===== config.mk =====
export PLATFORM = sky130hd
export DESIGN_NAME = adc_test_pattern
export DESIGN_NICKNAME = d
export VERILOG_FILES = /design/src/rtl/tpg_pkg.sv /design/src/rtl/tpg_prbs.sv /design/src/rtl/tpg_seq.sv /design/src/rtl/tpg_mux.sv /design/src/rtl/adc_test_pattern.sv
export SDC_FILE = /design/constraint.sdc
export NUM_CORES = 1
export LEC_CHECK = 0
export ABC_CLOCK_PERIOD_IN_PS = 4770
export BUFFER_PORTS_ARGS = -buffer_cell sky130_fd_sc_hd__buf_2
export CAP_MARGIN = 10
export CORE_MARGIN = 1
export CORE_UTILIZATION = 50
export DETAILED_ROUTE_END_ITERATION = 10
export PLACE_DENSITY = 0.75
export RECOVER_POWER = 50
export SLEW_MARGIN = 25
export SYNTH_ARGS = -nofsm -noshare
export SYNTH_HDL_FRONTEND = slang
export SYNTH_SLANG_ARGS = --single-unit

===== constraint.sdc =====
create_clock -name clk -period 4.77 [get_ports clk]
set_input_delay 0.477 -clock clk [delete_from_list [all_inputs] [get_ports clk]]
set_output_delay 0.477 -clock clk [all_outputs]
set_load 0.005 [all_outputs]

===== src/rtl/tpg_pkg.sv =====
package tpg_pkg;

    localparam int TPG_DATA_W = 16;

    typedef enum logic [3:0] {
        PAT_OFF    = 4'b0000,
        PAT_MID    = 4'b0001,
        PAT_POSFS  = 4'b0010,
        PAT_NEGFS  = 4'b0011,
        PAT_CHECK  = 4'b0100,
        PAT_PRBS23 = 4'b0101,
        PAT_PRBS9  = 4'b0110,
        PAT_WTOG   = 4'b0111,
        PAT_USER   = 4'b1000,
        PAT_BTOG   = 4'b1001,
        PAT_SYNC   = 4'b1010,
        PAT_WALK   = 4'b1011,
        PAT_MIX    = 4'b1100
    } pat_e;

    typedef enum logic [1:0] {
        USR_SINGLE      = 2'b00,
        USR_ALT         = 2'b01,
        USR_SINGLE_ONCE = 2'b10,
        USR_ALT_ONCE    = 2'b11
    } usr_seq_e;

    // user sequencing decoded into the two properties that matter
    typedef struct packed {
        logic alt;
        logic once;
    } usr_ctl_t;

    function automatic usr_ctl_t decode_usr(input logic [1:0] code);
        usr_ctl_t c;
        c.alt  = (code == USR_ALT) || (code == USR_ALT_ONCE);
        c.once = (code == USR_SINGLE_ONCE) || (code == USR_ALT_ONCE);
        return c;
    endfunction

    function automatic logic is_pat(input logic [3:0] code, input pat_e p);
        return code == 4'(p);
    endfunction

endpackage


===== src/rtl/tpg_prbs.sv =====
module tpg_prbs #(
    parameter int ORDER = 9,
    parameter int TAP   = 5,
    parameter int W     = 16
) (
    input  logic         clk,
    input  logic         rst,
    input  logic         reseed,
    input  logic         step,
    output logic [W-1:0] word
);

    localparam logic [ORDER-1:0] SEED = '1;

    logic [ORDER-1:0] state_q;
    logic [ORDER-1:0] state_nxt;

    // W serial steps unrolled; first new bit lands in the MSB
    always_comb begin
        logic [ORDER-1:0] s;
        logic             nb;
        s    = state_q;
        word = '0;
        for (int i = 0; i < W; i++) begin
            nb          = s[ORDER-1] ^ s[TAP-1];
            s           = {s[ORDER-2:0], nb};
            word[W-1-i] = nb;
        end
        state_nxt = s;
    end

    always_ff @(posedge clk) begin
        if (rst || reseed) begin
            state_q <= SEED;
        end else if (step) begin
            state_q <= state_nxt;
        end
    end

    AST_PRBS_RESEED: assert property (@(posedge clk) disable iff (rst)
        reseed |=> state_q == SEED);
    AST_PRBS_HOLD: assert property (@(posedge clk) disable iff (rst)
        (!reseed && !step) |=> $stable(state_q));
    AST_PRBS_NONZERO: assert property (@(posedge clk) disable iff (rst)
        state_q != '0);

endmodule


===== src/rtl/tpg_seq.sv =====
module tpg_seq #(
    parameter int CNT_W = 4
) (
    input  logic             clk,
    input  logic             rst,
    input  logic             restart,
    input  logic             advance,
    input  logic             user_sel,
    input  logic             once,
    input  logic             alt,
    output logic [CNT_W-1:0] idx,
    output logic             spent
);

    logic [CNT_W-1:0] last_idx;
    logic             last_word;

    assign last_idx  = alt ? CNT_W'(1) : CNT_W'(0);
    assign last_word = advance && user_sel && once && (idx == last_idx);

    always_ff @(posedge clk) begin
        if (rst || restart) begin
            idx   <= '0;
            spent <= 1'b0;
        end else if (advance) begin
            idx <= idx + CNT_W'(1);
            if (last_word) begin
                spent <= 1'b1;
            end
        end
    end

    AST_SEQ_RESTART: assert property (@(posedge clk) disable iff (rst)
        restart |=> (idx == '0 && !spent));
    AST_SEQ_STICKY: assert property (@(posedge clk) disable iff (rst)
        (spent && !restart) |=> spent);
    AST_SEQ_STEP: assert property (@(posedge clk) disable iff (rst)
        (advance && !restart) |=> idx == $past(idx) + CNT_W'(1));

endmodule


===== src/rtl/tpg_mux.sv =====
module tpg_mux #(
    parameter int DATA_W = 16,
    parameter int CNT_W  = 4
) (
    input  logic [3:0]        pat_code,
    input  tpg_pkg::usr_ctl_t usr,
    input  logic [DATA_W-1:0] word_a,
    input  logic [DATA_W-1:0] word_b,
    input  logic [DATA_W-1:0] live,
    input  logic [DATA_W-1:0] prbs_long,
    input  logic [DATA_W-1:0] prbs_short,
    input  logic [CNT_W-1:0]  idx,
    input  logic              spent,
    output logic [DATA_W-1:0] word
);
    import tpg_pkg::*;

    localparam int HALF = DATA_W / 2;
    localparam int REPS = DATA_W / CNT_W;
    localparam logic [DATA_W-1:0] MID_LVL = {1'b1, {(DATA_W-1){1'b0}}};
    localparam logic [DATA_W-1:0] ALT_HI  = {HALF{2'b10}};
    localparam logic [DATA_W-1:0] ALT_LO  = {HALF{2'b01}};
    localparam logic [DATA_W-1:0] SYNC_W  = {{HALF{1'b0}}, {HALF{1'b1}}};

    logic [DATA_W-1:0] user_w;
    logic [DATA_W-1:0] walk_w;
    logic [DATA_W-1:0] mix_w;

    assign user_w = spent ? '0 : ((usr.alt && idx[0]) ? word_b : word_a);
    assign walk_w = DATA_W'(1) << idx;

    for (genvar r = 0; r < REPS; r++) begin : g_mix
        assign mix_w[r*CNT_W +: CNT_W] = idx;
    end

    always_comb begin
        unique case (pat_code)
            PAT_MID:    word = MID_LVL;
            PAT_POSFS:  word = '1;
            PAT_NEGFS:  word = '0;
            PAT_CHECK:  word = idx[0] ? ALT_LO : ALT_HI;
            PAT_PRBS23: word = prbs_long;
            PAT_PRBS9:  word = prbs_short;
            PAT_WTOG:   word = idx[0] ? '0 : '1;
            PAT_USER:   word = user_w;
            PAT_BTOG:   word = ALT_LO;
            PAT_SYNC:   word = SYNC_W;
            PAT_WALK:   word = walk_w;
            PAT_MIX:    word = mix_w;
            default:    word = live;
        endcase
    end

endmodule


===== src/rtl/adc_test_pattern.sv =====
module adc_test_pattern #(
    parameter int DATA_W     = tpg_pkg::TPG_DATA_W,
    parameter int LONG_ORD   = 23,
    parameter int LONG_TAP   = 18,
    parameter int SHORT_ORD  = 9,
    parameter int SHORT_TAP  = 5
) (
    input  logic              clk,
    input  logic              rst,
    input  logic              mode_wr,
    input  logic [3:0]        pat_mode,
    input  logic [1:0]        usr_seq,
    input  logic [DATA_W-1:0] usr_word_a,
    input  logic [DATA_W-1:0] usr_word_b,
    input  logic              prbs_long_clr,
    input  logic              prbs_short_clr,
    input  logic              sample_en,
    input  logic [DATA_W-1:0] live_data,
    output logic [DATA_W-1:0] data_out
);
    import tpg_pkg::*;

    localparam int CNT_W = $clog2(DATA_W);

    usr_ctl_t          usr;
    logic              user_sel;
    logic [CNT_W-1:0]  idx;
    logic              spent;
    logic [DATA_W-1:0] long_w;
    logic [DATA_W-1:0] short_w;
    logic [DATA_W-1:0] word_nxt;

    assign usr      = decode_usr(usr_seq);
    assign user_sel = is_pat(pat_mode, PAT_USER);

    tpg_prbs #(.ORDER(LONG_ORD), .TAP(LONG_TAP), .W(DATA_W)) i_prbs_long (
        .clk    (clk),
        .rst    (rst),
        .reseed (prbs_long_clr),
        .step   (sample_en && is_pat(pat_mode, PAT_PRBS23)),
        .word   (long_w)
    );

    tpg_prbs #(.ORDER(SHORT_ORD), .TAP(SHORT_TAP), .W(DATA_W)) i_prbs_short (
        .clk    (clk),
        .rst    (rst),
        .reseed (prbs_short_clr),
        .step   (sample_en && is_pat(pat_mode, PAT_PRBS9)),
        .word   (short_w)
    );

    tpg_seq #(.CNT_W(CNT_W)) i_seq (
        .clk      (clk),
        .rst      (rst),
        .restart  (mode_wr),
        .advance  (sample_en),
        .user_sel (user_sel),
        .once     (usr.once),
        .alt      (usr.alt),
        .idx      (idx),
        .spent    (spent)
    );

    tpg_mux #(.DATA_W(DATA_W), .CNT_W(CNT_W)) i_mux (
        .pat_code   (pat_mode),
        .usr        (usr),
        .word_a     (usr_word_a),
        .word_b     (usr_word_b),
        .live       (live_data),
        .prbs_long  (long_w),
        .prbs_short (short_w),
        .idx        (idx),
        .spent      (spent),
        .word       (word_nxt)
    );

    always_ff @(posedge clk) begin
        if (rst) begin
            data_out <= '0;
        end else if (sample_en) begin
            data_out <= word_nxt;
        end
    end

    AST_LIVE_PASS: assert property (@(posedge clk) disable iff (rst)
        (sample_en && pat_mode == 4'(PAT_OFF)) |=> data_out == $past(live_data));
    AST_HOLD_IDLE: assert property (@(posedge clk) disable iff (rst)
        !sample_en |=> $stable(data_out));
    AST_FULL_SCALE: assert property (@(posedge clk) disable iff (rst)
        (sample_en && pat_mode == 4'(PAT_POSFS)) |=> data_out == '1);
    AST_ONCE_ZERO: assert property (@(posedge clk) disable iff (rst)
        (sample_en && user_sel && spent) |=> data_out == '0);
    AST_WALK_ONEHOT: assert property (@(posedge clk) disable iff (rst)
        (sample_en && pat_mode == 4'(PAT_WALK)) |=> $countones(data_out) == 1);

endmodule


# ---- After elaboration in Yosys (flattened, before gate mapping)
# Index checks and enable logic that the tools add are counted.
dict set report totals {
  input_bits 60
  register_bits 53
}
dict set report op_classes {
  reduce_logical 12
  add_sub_neg 1
  bitwise_logic 32
  eq_ne 16
  shifts 1
  n_mux 6
}
# cell n
set ops {}
lappend ops {{$pmux W16 S12} 1}
lappend ops {{$mux W16} 4}
lappend ops {{$xor A1 B1 Y1} 32}
lappend ops {{$eq A4 B4 Y1 const B} 5}
lappend ops {{$eq A4 B3 Y1 const B} 4}
lappend ops {{$shl A1 B4 Y16 const A} 1}
lappend ops {{$eq A4 B2 Y1 const B} 2}
lappend ops {{$logic_and A1 B1 Y1} 6}
lappend ops {{$logic_or A1 B1 Y1} 5}
lappend ops {{$add A4 B1 Y4 const B} 1}
lappend ops {{$eq A2 B2 Y1 const B} 2}
lappend ops {{$eq A4 B1 Y1 const B} 1}
lappend ops {{$eq A4 B4 Y1} 1}
lappend ops {{$eq A2 B1 Y1 const B} 1}
lappend ops {{$reduce_and A2 Y1} 1}
lappend ops {{$mux W1} 1}

# ---- Depth between registers and ports, before layout
# Gate-level depths: netlist of run 1.
dict set report depth {
  word_depth 6
  ltp_mapped 8
  mapped_depth_nobuf 7
}

# ---- Hierarchy
# From an unflattened synthesis of run 1, not the netlist that was laid out.
dict set report hier_totals {
  hier_cells 396
  hier_area_um2 3507.1
}
# module instances area_per_inst_um2 cells_each
set by_module_without_submodules {}
lappend by_module_without_submodules {tpg_mux 1 1088.5 152}
lappend by_module_without_submodules {{tpg_prbs (i_prbs_long)} 1 1001.0 110}
lappend by_module_without_submodules {adc_test_pattern 1 619.3 58}
lappend by_module_without_submodules {{tpg_prbs (i_prbs_short)} 1 581.8 55}
lappend by_module_without_submodules {tpg_seq 1 216.5 21}

# ---- Least setup slack after synthesis of run 1
# No wires, ideal clock.
dict set report synth_timing {
  path_kind {input to register}
  from {input usr_seq[0]}
  to {register data_out[3]}
  required_time_ns 4.641
  setup_slack_ns 2.908
  stages 6
  arrival_time_ns 1.733
  path_cell_list {ha_1 -> buf_2 -> buf_2 -> mux2_2 -> a221oi_1 -> a31oi_1}
}
dict set report synth_via {
  elab_chain_cells 6
  word_cells_on_any_way 7
  classes_between {eq/ne (2); mux (3); reduce/logical (2)}
}
# element line_no
set synth_rtl {}
lappend synth_rtl {{from (decl)} adc_test_pattern.sv:12} ;# input logic [1:0] usr_seq,
lappend synth_rtl {{$eq A2 B1 Y1 or $eq A2 B2 Y1 (tied branches)} tpg_pkg.sv:36} ;# c.alt = (code == USR_ALT) || (code == USR_ALT_ONCE);
lappend synth_rtl {{$logic_or A1 B1 Y1 *} tpg_pkg.sv:36}
lappend synth_rtl {{$logic_and A1 B1 Y1 *} tpg_mux.sv:29} ;# assign user_w = spent ? '0 : ((usr.alt && idx[0]) ? word_b : word_a);
lappend synth_rtl {{$mux W16 * (2 in series)} tpg_mux.sv:29}
lappend synth_rtl {{$pmux W16 S12 *} tpg_mux.sv:37} ;# unique case (pat_code)
lappend synth_rtl {{to (signal assigned)} adc_test_pattern.sv:81} ;# data_out <= word_nxt;
lappend synth_rtl {{to (decl)} adc_test_pattern.sv:19} ;# output logic [DATA_W-1:0] data_out
# Mark *: on every way between the ends. The rest lies on a longest branch, timed or not.
# A chain may end at the register's enable or synchronous reset.

# ---- Final worst setup path of run 1
dict set report layout_timing {
  from {input pat_mode[2]}
  to {register i_prbs_long.state_q[14]}
}
dict set report layout_via {
  elab_chain_cells 2
}
# element line_no
set layout_rtl {}
lappend layout_rtl {{from (decl)} adc_test_pattern.sv:11} ;# input logic [3:0] pat_mode,
lappend layout_rtl {{$eq A4 B3 Y1} tpg_pkg.sv:42} ;# return code == 4'(p);
lappend layout_rtl {{$logic_and A1 B1 Y1} adc_test_pattern.sv:40} ;# .step (sample_en && is_pat(pat_mode, PAT_PRBS23)),
lappend layout_rtl {{to (signal assigned)} tpg_prbs.sv:36} ;# state_q <= state_nxt;
lappend layout_rtl {{to (decl)} tpg_prbs.sv:15} ;# logic [ORDER-1:0] state_q;
# No other way between the ends.

==> run summary, run 1 <==
* finished with violations — status
* DRC — failing checks
* sky130_fd_sc_hd__dfxtp_1 (32%), sky130_fd_sc_hd__xnor2_1 (6.3%), sky130_fd_sc_hd__o211ai_1 (6.0%), sky130_fd_sc_hd__nand2_1 (5.9%), sky130_fd_sc_hd__mux2i_1 (4.5%) — top area cells in the synthesized netlist
* 213 — violation count after the first detailed-routing iteration
* 528 — fin nets
* 2660 ps — final period demand of the worst path
* 3360 um2 — post-synth design cell area
* 52.3% — starting density of the core
* 4.35% — met3 Usage GRT
* 0 — antenna violations before repair
* 55.8% — share of the clock period used by the worst path
* 0 — count of final hold-check violations
* sky130_fd_sc_hd__buf_2 — most common cell after layout, fill and taps aside
* 75 — PortBufs
* 45.3% — met2 track demand over resource in global routing
* 20.1% — share of cells above drive strength 1
* 409 — Mapped Cells
* 476 — Post-Synthesis Net Count
* no — unrepaired setup endpoints after global routing
* 2 — count of H-tree levels built during CTS
* input pin to register — category of the most critical setup path
* 9.67 mm — overall routed net length
* 3115 — vias in the first global route
* 36.5% — fraction of met1 tracks used by global routing
* 29 — FP Rows
* 12.7% — growth of design area from synthesis to finish
* 83.9 um — floorplan die height
* 0 — max-cap check violation count
* input pin — startpoint type of the worst setup path
* 53 — Yosys reg bits
* 4930 ps — required time at the worst-slack endpoint
* 5 — cells on worst reg2reg path
* 0 — Resize count post-CTS
* 238 nW/um2 — power density over cell area
* 100 ps — Reg clk slew, reported paths
* 38 — critical path peak fanout
* 2 — number of buffers on the longest clock path
* 31.6% — share of synthesized area occupied by flip-flops and latches
* 0 — Yosys warning total
* sky130_fd_sc_hd__clkbuf_8 — CTS Root Cell
* 1.64 nW — total leakage power
* 15.3 mm — global-route wire length before repair
* 0 — number of max-slew violations in the final report
* 3700 um2 — instance area at placement
* 5 — Inserted Clock Buffers
* sky130_fd_sc_hd__buf_2 (71), sky130_fd_sc_hd__nand2_1 (53), sky130_fd_sc_hd__dfxtp_1 (53), sky130_fd_sc_hd__o211ai_1 (27) — top library cells by usage in the layout, fill and taps aside
* sky130_fd_sc_hd__dfxtp_1 — cell type with the largest total area after synthesis
* 53 — CTS sink cnt
* 9 — number of optimization iterations in the first detailed-route pass
* input pin to register — path type of the worst min-delay path
* 2820 ps — WP data arrival
* 376 MHz — Max Clock Freq
* 27.4% — GRT Util Overall
* 0.141 mV — worst vdd rail ir drop
* 0% — post-synthesis async set-or-reset flop share
* 3317 — total via count in the routed design
* 1110 ps — Worst Tran Pin Value
* 8.21 um2 — Mapped Avg Cell Area
* 2 — drc violations
* 2 — worst hold stages
* 83.9 um — horizontal die dimension
* 0 — number of buffers inserted for hold repair after clock tree synthesis
* 9.15 ps — clock skew
* sky130_fd_sc_hd__dfxtp_1 — dominant register cell in the synthesized netlist
* 0 — grt ovf
* 31.6% — share of the synthesized area in the top cell type
* 0 — final setup violation count
* 0 — Final ANT Viol Nets
* 320 ps — Skew-Pair Late Insertion Delay
* 7050 um2 — die area
* 0 ps — Total Neg Setup Slack
* 39 — maximum number of pins on one net before global-route repair
* 0.904 — Routability Congestion
* 6.15 — Via density
* 26.0% — Max-Slew Margin vs Limit
* 378 ps — worst hold-check slack
* register — Critical Path Sink Type
* 6420 um2 — Core Region
* met2 — most congested layer reported by global routing
* 0 — number of flops mapped to enable cells by yosys
* 60 — Distinct cells, synth
* 3780 um2 — post-route standard cell area excluding fillers
* 7.25 mm — sum of net half-perimeters after detailed placement
* built — CTS tree
* 76 — number of primary I/O pins
* 0 — buffers inserted by post-CTS timing repair
* 17.9 um — final routed wire length divided by cell count
* 0 — antenna fix cells
[logic make-up after synthesis]
logic type,after synthesis,synth area share (%)
compound gates,122,26.2
xor+xnor,33,8.61
fa+ha+maj,7,2.61
buf+inv,36,4.73
flops,53,31.6
mux,17,5.14
simple gates,141,21.1
[Yosys cell counts (3+ instances only)]
library cell,count
sky130_fd_sc_hd__a21o_1,10
sky130_fd_sc_hd__o221ai_1,8
sky130_fd_sc_hd__nor2_1,18
sky130_fd_sc_hd__or2_2,6
sky130_fd_sc_hd__dfxtp_1,53
sky130_fd_sc_hd__o221a_1,3
sky130_fd_sc_hd__xnor2_1,24
sky130_fd_sc_hd__o211ai_1,27
sky130_fd_sc_hd__ha_1,7
sky130_fd_sc_hd__nor2b_1,8
sky130_fd_sc_hd__clkbuf_1,16
sky130_fd_sc_hd__and3_1,4
sky130_fd_sc_hd__o22ai_1,3
sky130_fd_sc_hd__a31oi_1,15
sky130_fd_sc_hd__nand3_1,18
sky130_fd_sc_hd__a221oi_1,4
sky130_fd_sc_hd__o21ai_0,24
sky130_fd_sc_hd__nand2_1,53
sky130_fd_sc_hd__nor4bb_1,3
sky130_fd_sc_hd__nand2b_1,9
sky130_fd_sc_hd__nor3_1,7
sky130_fd_sc_hd__inv_1,5
sky130_fd_sc_hd__o21a_1,3
sky130_fd_sc_hd__mux2i_1,15
sky130_fd_sc_hd__xor2_1,9
sky130_fd_sc_hd__a21oi_1,5
sky130_fd_sc_hd__buf_2,13
[flip-flops by register name, summed over array words and instances (netlist names)]
register	flops
i_seq.idx	4
i_prbs_long.state_q	23
i_seq.spent	1
data_out	16
i_prbs_short.state_q	9
[metrics by stage]
| step | power (mW) | std cells | setup WS [ps] | utilization, % |
|---|---|---|---|---|
| global route | 0.934 | 539 | 1840 | 58.9 |
| finish | 0.901 | 539 | 2110 | 58.9 |
| detailed placement | 0.638 | 531 | 2210 | 57.5 |
| global placement | 0.636 | 531 | 2300 | 57.5 |
| CTS | 0.895 | 539 | 2160 | 59.0 |
| floorplan | 0.577 | 409 | 2910 | - |
[power by group]
| group | total, mW | switching, mW | internal, mW |
|---|---|---|---|
| sequential | 0.468 | 0.0117 | 0.456 |
| clock | 0.270 | 0.165 | 0.105 |
| combinational | 0.163 | 0.0921 | 0.0713 |
[critical path, stage by stage]
cell,delay (ps)
sky130_fd_sc_hd__clkbuf_1,720
sky130_fd_sc_hd__and2b_1,340
sky130_fd_sc_hd__and3_1,230
sky130_fd_sc_hd__nand2_1,650
sky130_fd_sc_hd__nand2_1,280
sky130_fd_sc_hd__o211ai_1,120
[final timing paths]
| kind | to | slack, ps | from |
|---|---|---|---|
| worst min-delay path | i_seq.idx[0]$_SDFFE_PP0P_ | 380 | mode_wr |
| worst min register to register | data_out[4]$_SDFFE_PP0P_ | 470 | data_out[4]$_SDFFE_PP0P_ |
| worst max-delay path | i_prbs_long.state_q[14]$_SDFFE_PP1P_ | 2110 | pat_mode[2] |
| worst max register to register | data_out[6]$_SDFFE_PP0P_ | 2170 | i_seq.idx[0]$_SDFFE_PP0P_ |
[cell type report]
class | instances | area (um2)
clock buffer | 5 | 68.8
clock inverter | 3 | 22.5
fill | 602 | 2640
inverter | 5 | 18.8
multi-input combinational | 320 | 2140
sequential | 53 | 1060
tap | 77 | 96.3
timing repair buffer | 76 | 378
[metal layers]
layer  share of wire, %  vias up
met3                6.3       20
met2                 47      121
met1                 44     1577
met5                  0        -
met4                2.4        0
li1                   -     1599
(Power assumes the default switching activity.)
==> inputs of run 2 (changes only) <==
Settings changed: ABC_CLOCK_PERIOD_IN_PS 4770 to 2700.
Clock period 4.77 ns to 2.7 ns, I/O delays scaled along.
==> run 2 against run 1 <==
Effect of this change: the run still ends with DRC left; core utilization up 0.47 points; setup slack worse by 1600 ps; critical path type unchanged; total power increased by 79%; via count is 1.1% lower; largest cell class unchanged.
==> run summary, run 2 (synthesized netlist as in run 1, its figures left out) <==
* finished with violations — status
* DRC — failing checks
* 9.72 mm — overall routed net length
* 529 ps — smallest setup slack after layout
* 2170 ps — final period demand of the worst path
* 556 ps — minimum setup slack after placement
* 0 — grt ovf
* no — unrepaired setup endpoints after global routing
* 34.9% — Max-Slew Margin vs Limit
* register — Critical Path Sink Type
* 1.64 nW — total leakage power
* 0 — buffers inserted by post-CTS timing repair
* 0 — Final ANT Viol Nets
* 4 — drc violations
* 219 — violation count after the first detailed-routing iteration
* 0 — max-cap check violation count
* 19.9% — share of cells above drive strength 1
* 0 ps — Total Neg Setup Slack
* 29 — FP Rows
* 15.4 mm — global-route wire length before repair
* 1.61 mW — final total power
* 461 MHz — Max Clock Freq
* 83.9 um — horizontal die dimension
* i_prbs_long.state_q (23), data_out (16), i_prbs_short.state_q (9) — registers with the most flip-flops
* 8 — number of optimization iterations in the first detailed-route pass
* 3730 um2 — instance area at placement
* 2350 ps — WP data arrival
* 0 — antenna fix cells
* 2880 ps — required time at the worst-slack endpoint
* 38 — critical path peak fanout
* 320 ps — Skew-Pair Late Insertion Delay
* built — CTS tree
* 3114 — vias in the first global route
* 53 — CTS sink cnt
* 27.9% — GRT Util Overall
* 17.9 um — final routed wire length divided by cell count
* 39 — maximum number of pins on one net before global-route repair
* 23 — max reg flops
* 5 — Inserted Clock Buffers
* input pin to register — category of the most critical setup path
* i_prbs_long.state_q — register containing the most flip-flops in the final layout
* 1060 um2 — area of all sequential standard cells
* 2 — worst hold stages
* 423 nW/um2 — power density over cell area
* 8 — cells on worst reg2reg path
* sky130_fd_sc_hd__buf_2 — most common cell after layout, fill and taps aside
* 0 — final setup violation count
* 11.4 ps — clock skew
* 13.6% — growth of design area from synthesis to finish
* 7050 um2 — die area
* 0 — number of max-slew violations in the final report
* 0 — Resize count post-CTS
* input pin to register — path type of the worst min-delay path
* 0 — antenna violations before repair
* 6.03 — Via density
* 533 — fin nets
* 0 — number of buffers inserted for hold repair after clock tree synthesis
* 3810 um2 — post-route standard cell area excluding fillers
* 2 — number of buffers on the longest clock path
* 7.31 mm — sum of net half-perimeters after detailed placement
* 3281 — total via count in the routed design
* 977 ps — Worst Tran Pin Value
* 0.305 mV — worst vdd rail ir drop
* 597 — fillcell total
* input pin — startpoint type of the worst setup path
* 6420 um2 — Core Region
* 83.9 um — floorplan die height
* sky130_fd_sc_hd__clkbuf_8 — CTS Root Cell
* 0 — count of final hold-check violations
* 110 ps — Reg clk slew, reported paths
* 76 — number of primary I/O pins
* 2140 um2 — area used by multi-input combinational logic
* 0.929 — Routability Congestion
* 2 — count of H-tree levels built during CTS
* 80.4% — share of the clock period used by the worst path
* sky130_fd_sc_hd__buf_2 (67), sky130_fd_sc_hd__nand2_1 (53), sky130_fd_sc_hd__dfxtp_1 (53), sky130_fd_sc_hd__o211ai_1 (27) — top library cells by usage in the layout, fill and taps aside
* 75 — PortBufs
* 52.3% — starting density of the core
-- run 2: cell type report --
cell class | count | area share [%]
Clock buffer | 5 | 1.81
Tap cell | 77 | 2.53
Multi-Input combinational cell | 320 | 56.1
Inverter | 5 | 0.492
Timing Repair Buffer | 81 | 10.6
Sequential cell | 53 | 27.8
Clock inverter | 3 | 0.689
-- run 2: critical path, cell delays in order --
cell and delay, ps:
sky130_fd_sc_hd__clkbuf_1 710, sky130_fd_sc_hd__and2b_1 320, sky130_fd_sc_hd__and3_1 250, sky130_fd_sc_hd__nand2_1 70, sky130_fd_sc_hd__clkbuf_2 430, sky130_fd_sc_hd__nand2_1 180, sky130_fd_sc_hd__o211ai_1 110
-- run 2: where the power goes --
group / internal (mW) / switching [mW] / leakage, nW
logic: 0.127 / 0.164 / 1.17
registers: 0.805 / 0.0195 / 0.432
clock network: 0.190 / 0.307 / 0.0423
-- run 2: through the flow --
step           instances  hold slack [ps]  utilization (%)
4_1_cts              544              172             59.6
5_1_grt              544              172             59.4
2_1_floorplan        409              347                -
3_5_place_dp         536              451             58.1
6_report             544              169             59.4
3_3_place_gp         536              447             58.1
-- run 2: worst paths after layout --
| path | startpoint | to | slack, ps |
|---|---|---|---|
| worst min register to register | data_out[10]$_SDFFE_PP0P_ | data_out[10]$_SDFFE_PP0P_ | 480 |
| worst max register to register | i_seq.idx[0]$_SDFFE_PP0P_ | data_out[15]$_SDFFE_PP0P_ | 610 |
| worst min-delay path | mode_wr | i_seq.idx[0]$_SDFFE_PP0P_ | 170 |
| worst max-delay path | pat_mode[2] | i_prbs_long.state_q[7]$_SDFFE_PP1P_ | 530 |
-- run 2: metal layers --
metal	vias to the layer above	GRT usage, %	wire length (um)
met1	1545	34.2	4090
met4	0	10.7	207
met5	-	0.758	0
met2	114	49.5	4860
met3	13	3.56	572
li1	1609	-	-
==> inputs of run 3 (changes only) <==
Settings changed: ABC_CLOCK_PERIOD_IN_PS 2700 to 1900, CORE_UTILIZATION 50 to 49, PLACE_DENSITY 0.75 to 0.76.
Clock period 2.7 ns to 1.9 ns, I/O delays scaled along.
==> run 3 against run 2 <==
Effect of this change: sequential share of layout area fell by 1.4 points; setup slack lost 400 ps; critical path depth up 1; the flow now finishes without violations; routed wire length increased by 4.7%.
==> run summary, run 3 (synthesized netlist as in run 1, its figures left out) <==
* complete, no violations — status
* 110 ps — Reg clk slew, reported paths
* 6490 um2 — Core Region
* 93.2% — share of the clock period used by the worst path
* 2.33 mW — final total power
* 0 — max-cap check violation count
* built — CTS tree
* sky130_fd_sc_hd__buf_2 (69), sky130_fd_sc_hd__nand2_1 (53), sky130_fd_sc_hd__dfxtp_1 (53), sky130_fd_sc_hd__o211ai_1 (27), sky130_fd_sc_hd__buf_4 (25) — top library cells by usage in the layout, fill and taps aside
* register to register — category of the most critical setup path
* 665 ps — Worst Tran Pin Value
* 7190 um2 — die area
* 53 — CTS sink cnt
* 7 — number of optimization iterations in the first detailed-route pass
* 3241 — vias in the first global route
* 1 — buffer and inverter count on the worst path
* 8 — cells on worst reg2reg path
* 29.0% — GRT Util Overall
* 320 ps — Skew-Pair Late Insertion Delay
* 0.970 — Routability Congestion
* data_out[15]$_SDFFE_PP0P_ — reg-to-reg critical path endpoint
* input pin to register — path type of the worst min-delay path
* 2000 ps — WP data arrival
* 29 — FP Rows
* 1770 ps — final period demand of the worst path
* 84.8 um — floorplan die height
* 2 — count of H-tree levels built during CTS
* register — Critical Path Sink Type
* 24.7% — share of cells above drive strength 1
* 51.7% — starting density of the core
* 19.8% — growth of design area from synthesis to finish
* 3940 um2 — instance area at placement
* 0 — number of max-slew violations in the final report
* 7.94 mm — sum of net half-perimeters after detailed placement
* i_prbs_long.state_q — register containing the most flip-flops in the final layout
* compound AO/OA/AOI/OAI gates — top cell family by delay on the critical path
* 0 — antenna fix cells
* i_seq.idx[0]$_SDFFE_PP0P_ — timing startpoint of the critical path
* 4020 um2 — post-route standard cell area excluding fillers
* 565 MHz — Max Clock Freq
* 10.2 mm — overall routed net length
* 0 — antenna violations before repair
* i_seq.idx[0]$_SDFFE_PP0P_ — beginning of the worst register-to-register path
* 0.396 mV — worst vdd rail ir drop
* register — startpoint type of the worst setup path
* 0 — count of final hold-check violations
* data_out[15]$_SDFFE_PP0P_ — endpoint of the worst setup timing path
* 130 ps — reg-to-reg slack, setup
* 0 — drc violations
* 6.02 — Via density
* 0 ps — Total Neg Setup Slack
* 76.8 ps — worst hold-check slack
* sky130_fd_sc_hd__buf_2 — most common cell after layout, fill and taps aside
* sky130_fd_sc_hd__dfxtp_1 — highest-delay cell along the critical path
* sky130_fd_sc_hd__clkbuf_8 — CTS Root Cell
* 299 — violation count after the first detailed-routing iteration
* 330 ps — slowest stage delay, CP
* sky130_fd_sc_hd__ha_2 — cell mode on critical path
* 1.76 nW — total leakage power
* 14 — critical path peak fanout
* 75 — PortBufs
* 8 — Levels on crit path
* 0 — Final ANT Viol Nets
* i_prbs_long.state_q (23), data_out (16), i_prbs_short.state_q (9) — registers with the most flip-flops
* 55.7% — Max-Slew Margin vs Limit
* 2130 ps — required time at the worst-slack endpoint
* 76 — number of primary I/O pins
* 578 nW/um2 — power density over cell area
* 39 — maximum number of pins on one net before global-route repair
* 2 — number of buffers on the longest clock path
* 16.2 mm — global-route wire length before repair
* 10.6 ps — clock skew
* 3410 — total via count in the routed design
* 18.0 um — final routed wire length divided by cell count
* 0 — grt ovf
* 5 — Inserted Clock Buffers
* 555 — fin nets
* 0 — final setup violation count
* 23 — max reg flops
* buf_4 > ha_2 > ha_2 > a31oi_2 > o211ai_1 > o41ai_1 > o221ai_1 > a22o_1 — cells along the critical path
* 84.8 um — horizontal die dimension
[run 3: cell count changes in the layout (fill, tap and decap cells not counted), moves of 2 or more]
cell / before / now
sky130_fd_sc_hd__buf_2: 67 / 69
sky130_fd_sc_hd__clkbuf_1: 9 / 6
sky130_fd_sc_hd__buf_4: 4 / 25
sky130_fd_sc_hd__buf_12: 0 / 2
sky130_fd_sc_hd__ha_1: 7 / 5
sky130_fd_sc_hd__ha_2: 0 / 2
[run 3: how the worst min path moves through the flow]
stage,start,end,slack [ps],depth (start not counted)
after floorplan,mode_wr,i_seq.idx[0]$_SDFFE_PP0P_,270,1
after global placement,mode_wr,i_seq.idx[0]$_SDFFE_PP0P_,420,2
after detailed placement,mode_wr,i_seq.idx[0]$_SDFFE_PP0P_,430,2
after CTS,mode_wr,i_seq.idx[1]$_SDFFE_PP0P_,80,2
after global routing,mode_wr,i_seq.idx[0]$_SDFFE_PP0P_,100,2
final,mode_wr,i_seq.idx[0]$_SDFFE_PP0P_,80,2
[run 3: repair_timing]
item                       4_1_cts  5_1_grt
setup endpoints to repair        0        1
hold buffers                     0        0
setup buffers                    0        0
gates resized for setup          0        3
hold endpoints to repair         0        0
[run 3: power breakdown]
part	internal [mW]	switching (mW)
Clock	0.269	0.427
Combinational	0.212	0.246
Sequential	1.14	0.0265
[run 3: metrics by stage]
step	util, %	instances	setup slack [ps]
floorplan	-	409	104
global placement	60.6	558	94.2
detailed placement	60.6	558	77.8
CTS	62.1	566	57.4
global route	61.9	566	-1.40
finish	61.9	566	129
[run 3: per-layer routing]
metal	track usage [%]	part of all wire, %	vias up
li1	-	-	1654
met1	36.7	43	1612
met2	50.3	50	122
met3	4.33	5.4	22
met4	9.71	2.2	0
met5	0	0	-
[run 3: cell type report]
type                            instances  area (um2)
Clock inverter                          3        26.3
Tap cell                               77        96.3
Inverter                                5        18.8
Sequential cell                        53        1060
Multi-Input combinational cell        320        2150
Clock buffer                            5        68.8
Fill cell                             594        2470
Timing Repair Buffer                  103         601
